==> config.mk <==
export PLATFORM = sky130hd
export DESIGN_NAME = ptr_agen
export DESIGN_NICKNAME = d
export VERILOG_FILES = /design/src/rtl/ptr_agen_pkg.sv /design/src/rtl/ptr_agen_step.sv /design/src/rtl/ptr_agen_mux.sv /design/src/rtl/ptr_agen_bank.sv /design/src/rtl/ptr_agen.sv
export SDC_FILE = /design/constraint.sdc
export NUM_CORES = 1
export LEC_CHECK = 0
export ABC_AREA = 1
export CAP_MARGIN = 5
export CORE_AREA = 5 5 99 101
export CTS_BUF_LIST = sky130_fd_sc_hd__clkbuf_8
export DETAILED_ROUTE_END_ITERATION = 10
export DIE_AREA = 0 0 104 106
export GPL_TIMING_DRIVEN = 0
export PLACE_DENSITY = 0.77
export RECOVER_POWER = 100
export SLEW_MARGIN = 40
export SYNTH_ARGS = -nofsm -noshare
export SYNTH_HDL_FRONTEND = slang
export SYNTH_SLANG_ARGS = --single-unit
==> constraint.sdc <==
create_clock -name clk -period 1.9 [get_ports clk]
set_clock_uncertainty 0.1 [all_clocks]
set_input_delay 0.285 -clock clk [delete_from_list [all_inputs] [get_ports clk]]
set_output_delay 0.285 -clock clk [all_outputs]
set_load 0.005 [all_outputs]
==> src/rtl/ptr_agen_pkg.sv <==
package ptr_agen_pkg;

  typedef enum logic [1:0] {
    AM_PLAIN   = 2'b00,
    AM_POSTINC = 2'b01,
    AM_PREDEC  = 2'b10,
    AM_RSVD    = 2'b11
  } amode_e;

endpackage

==> src/rtl/ptr_agen_step.sv <==
module ptr_agen_step
  import ptr_agen_pkg::*;
#(
  parameter int W = 16
) (
  input  logic [W-1:0] cur,
  input  amode_e       mode,
  output logic [W-1:0] eff_addr,
  output logic [W-1:0] nxt,
  output logic         upd
);

  logic [W-1:0] inc_val;
  logic [W-1:0] dec_val;

  // Arithmetic wraps naturally modulo 2^W.
  assign inc_val = cur + W'(1);
  assign dec_val = cur - W'(1);

  always_comb begin
    eff_addr = cur;
    nxt      = cur;
    upd      = 1'b0;
    unique case (mode)
      AM_POSTINC: begin
        eff_addr = cur;
        nxt      = inc_val;
        upd      = 1'b1;
      end
      AM_PREDEC: begin
        eff_addr = dec_val;
        nxt      = dec_val;
        upd      = 1'b1;
      end
      default: begin
        eff_addr = cur;
        nxt      = cur;
        upd      = 1'b0;
      end
    endcase
  end

endmodule

==> src/rtl/ptr_agen_mux.sv <==
module ptr_agen_mux #(
  parameter int W     = 16,
  parameter int N     = 3,
  parameter int SEL_W = 2
) (
  input  logic [N*W-1:0] flat,
  input  logic [SEL_W-1:0] sel,
  output logic [W-1:0]   q,
  output logic           hit
);

  always_comb begin
    q   = '0;
    hit = 1'b0;
    for (int i = 0; i < N; i++) begin
      if (sel == SEL_W'(i)) begin
        q   = flat[i*W +: W];
        hit = 1'b1;
      end
    end
  end

endmodule

==> src/rtl/ptr_agen_bank.sv <==
module ptr_agen_bank #(
  parameter int W     = 16,
  parameter int N     = 3,
  parameter int SEL_W = 2
) (
  input  logic             clk,
  input  logic             rst,
  input  logic             wr_en,
  input  logic [SEL_W-1:0] wr_sel,
  input  logic [W-1:0]     wr_data,
  input  logic             ld_en,
  input  logic [SEL_W-1:0] ld_sel,
  input  logic [W-1:0]     ld_data,
  output logic [N*W-1:0]   flat
);

  for (genvar g = 0; g < N; g++) begin : g_ptr
    logic [W-1:0] r;
    logic ld_hit;
    logic wr_hit;

    assign ld_hit = ld_en && (ld_sel == SEL_W'(g));
    assign wr_hit = wr_en && (wr_sel == SEL_W'(g));

    always_ff @(posedge clk) begin
      if (rst)         r <= '0;
      else if (ld_hit) r <= ld_data;
      else if (wr_hit) r <= wr_data;
    end

    assign flat[g*W +: W] = r;
  end

endmodule

==> src/rtl/ptr_agen.sv <==
module ptr_agen
  import ptr_agen_pkg::*;
#(
  parameter int PTR_W   = 16,
  parameter int NUM_PTR = 3,
  localparam int SEL_W  = (NUM_PTR > 1) ? $clog2(NUM_PTR + 1) : 1
) (
  input  logic                     clk,
  input  logic                     rst,
  input  logic                     req_valid,
  output logic                     req_ready,
  input  logic [SEL_W-1:0]         req_sel,
  input  logic [1:0]               req_mode,
  output logic                     addr_valid,
  input  logic                     addr_ready,
  output logic [PTR_W-1:0]         addr,
  input  logic                     ld_en,
  input  logic [SEL_W-1:0]         ld_sel,
  input  logic [PTR_W-1:0]         ld_data,
  output logic [NUM_PTR*PTR_W-1:0] ptr_rd
);

  logic [PTR_W-1:0] cur_ptr;
  logic             sel_hit;
  logic [PTR_W-1:0] step_addr;
  logic [PTR_W-1:0] step_nxt;
  logic             step_upd;
  logic             take;
  amode_e           mode_e;

  assign mode_e = amode_e'(req_mode);

  ptr_agen_mux #(.W(PTR_W), .N(NUM_PTR), .SEL_W(SEL_W)) u_mux (
    .flat (ptr_rd),
    .sel  (req_sel),
    .q    (cur_ptr),
    .hit  (sel_hit)
  );

  ptr_agen_step #(.W(PTR_W)) u_step (
    .cur      (cur_ptr),
    .mode     (mode_e),
    .eff_addr (step_addr),
    .nxt      (step_nxt),
    .upd      (step_upd)
  );

  assign req_ready  = addr_ready;
  assign addr_valid = req_valid;
  assign addr       = sel_hit ? step_addr : '0;
  assign take       = req_valid && addr_ready && sel_hit && step_upd;

  ptr_agen_bank #(.W(PTR_W), .N(NUM_PTR), .SEL_W(SEL_W)) u_bank (
    .clk     (clk),
    .rst     (rst),
    .wr_en   (take),
    .wr_sel  (req_sel),
    .wr_data (step_nxt),
    .ld_en   (ld_en),
    .ld_sel  (ld_sel),
    .ld_data (ld_data),
    .flat    (ptr_rd)
  );

endmodule

==> impl_metrics.json <==
{
  "whs_ns": 0.372,
  "cp_max_fo": 4,
  "post_synth.cell_area_avg_sq_um": 6.18,
  "clockBufferDepth": 2,
  "final_cell_area_sq_um": 6640,
  "area_delta_synth_final_pct": 65.3,
  "r2r_cells": 13,
  "r2r_setup_slack_ns": -0.36,
  "yosys_warnings": 0,
  "totalPowerFinal_mw": 2.99,
  "n_antenna_cell": 0,
  "violations": "negative setup slack",
  "period_share_pct": 125,
  "io-pin-count": 93,
  "slew_viol_final": 0,
  "r2r_end": "u_bank.g_ptr[1].r[8]",
  "drt-total-wl_um": 18900,
  "hp-class": "in2reg",
  "avgViaCountPerCell": 6.16,
  "fin_setup_tns_ns": -11.96,
  "grt_usage_pct": 29.9,
  "antenna_found_initial": 0,
  "largest-register": "u_bank.g_ptr.r",
  "critPathLaunchType": "register",
  "max_cap_viol_count": 0,
  "post_drt_wl_per_cell_um": 20.3,
  "synth_cells": 650,
  "largest_reg_flops": 48,
  "std_cell_rows": 35,
  "grt_pass1_wl_um": 27100,
  "drc": 0,
  "gp_congestion": 0.935,
  "die-area_sq_um": 11000,
  "rsz0062_at_grt": "yes",
  "post-place-ws_ns": -1.23,
  "clock_sinks": 48,
  "fp.coreArea_sq_um": 8930,
  "cp_cell_sequence": "nand3_2, nand2_2, nor2_4, ha_4, nand3_4, buf_6, a21oi_2, o21ai_2, a21oi_1, buf_2",
  "timing.slew.headroom_pct": 54.6,
  "synth-seq-cells": 48,
  "root_buffer": "clkbuf_8",
  "power_density_nw_per_um2": 451,
  "initial_utilization_pct": 45.0,
  "ctsHoldBuffers": 0,
  "slowest_stage": "dfxtp_2",
  "crit_path_end_kind": "output pin",
  "stdcell_count": 928,
  "numPortBuffers": 89,
  "hold_violations": 0,
  "drtIter0Drc": 817,
  "min_to": "u_bank.g_ptr[2].r[1]",
  "cts_max_level": 2,
  "whs_path_depth": 2,
  "fillers": 646,
  "syn-cell-area_sq_um": 4020,
  "die_x_um": 104,
  "synth_cell_types": 30,
  "status": "complete, but fails checks",
  "leakage_nw": 2.67,
  "setup_viol": 57,
  "worstHoldStart": "rst",
  "worstPathArrival_ns": 2.00,
  "insertion_delay_ns": 0.30,
  "peakVddDrop_v": 0.000394,
  "die_y_um": 106,
  "placed_area_sq_um": 5170,
  "r2r-start": "u_bank.g_ptr[2].r[1]",
  "syn-num-nets": 682,
  "max_freq_mhz": 420,
  "final_util_pct": 74.4,
  "ant_nets": 0,
  "cp_top_family": "simple AND/OR/NAND/NOR gates",
  "grt_max_degree": 14,
  "ys_seq_area_share_pct": 23.9,
  "critPathKind": "reg2out",
  "top_regs": "u_bank.g_ptr.r: 48 flops",
  "path_buf_inv": 2,
  "finalCriticalPeriod_ns": 2.38,
  "worstMarginPinSlew_ns": 0.681,
  "dp.cells": 850,
  "num_vias": 5713,
  "grt_pass1_vias": 5403,
  "tritoncts": "done",
  "drive_gt1_share_pct": 40.0,
  "fin_ws_ns": -0.481,
  "critPathLaunch": "u_bank.g_ptr[1].r[0]",
  "required_ns": 1.51,
  "final_nets": 849,
  "cts-buffers-inserted": 5,
  "slowest_delay_ns": 0.34,
  "dr.pass1.iters": 5,
  "overflow": 0,
  "hpwl_um": 11400,
  "clk_pin_slew_ns": 0.09
}
[placed cells by master, fill, tap and decap left out, drive strengths merged, types with 4 or more instances in the layout]
cell type	instances
inv	69
nor3	6
ha	5
clkbuf	17
nor2	49
a31oi	25
nand4	4
a21oi	44
o21ai	38
nand3	137
dfxtp	48
buf	103
nand2	193
clkdlybuf4s50	70
[where the power goes]
part / switching (mW) / internal, mW
Clock: 0.342 / 0.246
Combinational: 0.757 / 0.557
Sequential: 0.0438 / 1.05
Total: 1.14 / 1.85
[worst max-delay path by stage]
| stage | to | slack, ns | cells past startpoint |
|---|---|---|---|
| final | addr[4] | -0.48 | 10 |
| after global routing | addr[6] | -0.56 | 10 |
| after CTS | addr[10] | -0.38 | 11 |
| after detailed placement | addr[9] | -1.23 | 9 |
| after global placement | addr[9] | -1.21 | 9 |
| after floorplan | addr[14] | -0.0005 | 12 |
[what timing repair did]
item                       4_1_cts  5_1_grt
setup endpoints to repair       64       64
gates resized for setup        216       85
buffers inserted                74       15
gates cloned                     2        0
pin swaps                       55       55
[cells in the mapped netlist (all sizes together)]
| cell | instances | area (sq um) |
|---|---|---|
| o21ai | 38 | 190 |
| clkinv | 1 | 3.75 |
| nand4 | 4 | 25.0 |
| a22oi | 1 | 7.51 |
| buf | 18 | 134 |
| nor3 | 6 | 50.1 |
| inv | 67 | 256 |
| clkbuf | 12 | 45.0 |
| nand2 | 193 | 752 |
| a31oi | 25 | 156 |
| dfxtp | 48 | 961 |
| nand3 | 137 | 883 |
| a21oi | 44 | 220 |
| nor2 | 49 | 258 |
| ha | 5 | 62.6 |
| or2 | 1 | 6.26 |
| a211oi | 1 | 7.51 |
[logic make-up (layout without fill, tap and decap cells)]
group,count (synthesis),in the layout,share of synthesized area [%]
AOI/OAI and AO/OA,109,109,14.5
adders and majority gates,5,5,1.56
buffers and inverters,98,265,10.9
DFF,48,48,23.9
and+or+nand+nor,390,390,49.1
[layer usage]
metal	wire length, um	GRT usage [%]
met2	8830	51.1
met4	1040	14.4
met3	2170	5.40
met1	6830	36.3
met5	0	0
[worst reg2reg max path: cells and delay by family, from the launching register on]
family          cells  cell delay [ns]
simple gates        9             1.19
flops               1             0.35
buf+inv             2             0.23
fa+ha+maj           1             0.16
compound gates      1             0.14
[final cells by class]
class / count / area, sq um / share of cell area [%]
multi-input cells: 504 / 3450 / 51.9
inverters: 68 / 273 / 4.11
clock buffers: 5 / 68.8 / 1.04
repair buffers: 161 / 1460 / 21.9
flip-flops and latches: 48 / 976 / 14.7
plain buffers: 29 / 277 / 4.16
well taps: 111 / 139 / 2.09
clock inverters: 2 / 8.76 / 0.132
Power figures use the tool's default switching activity.
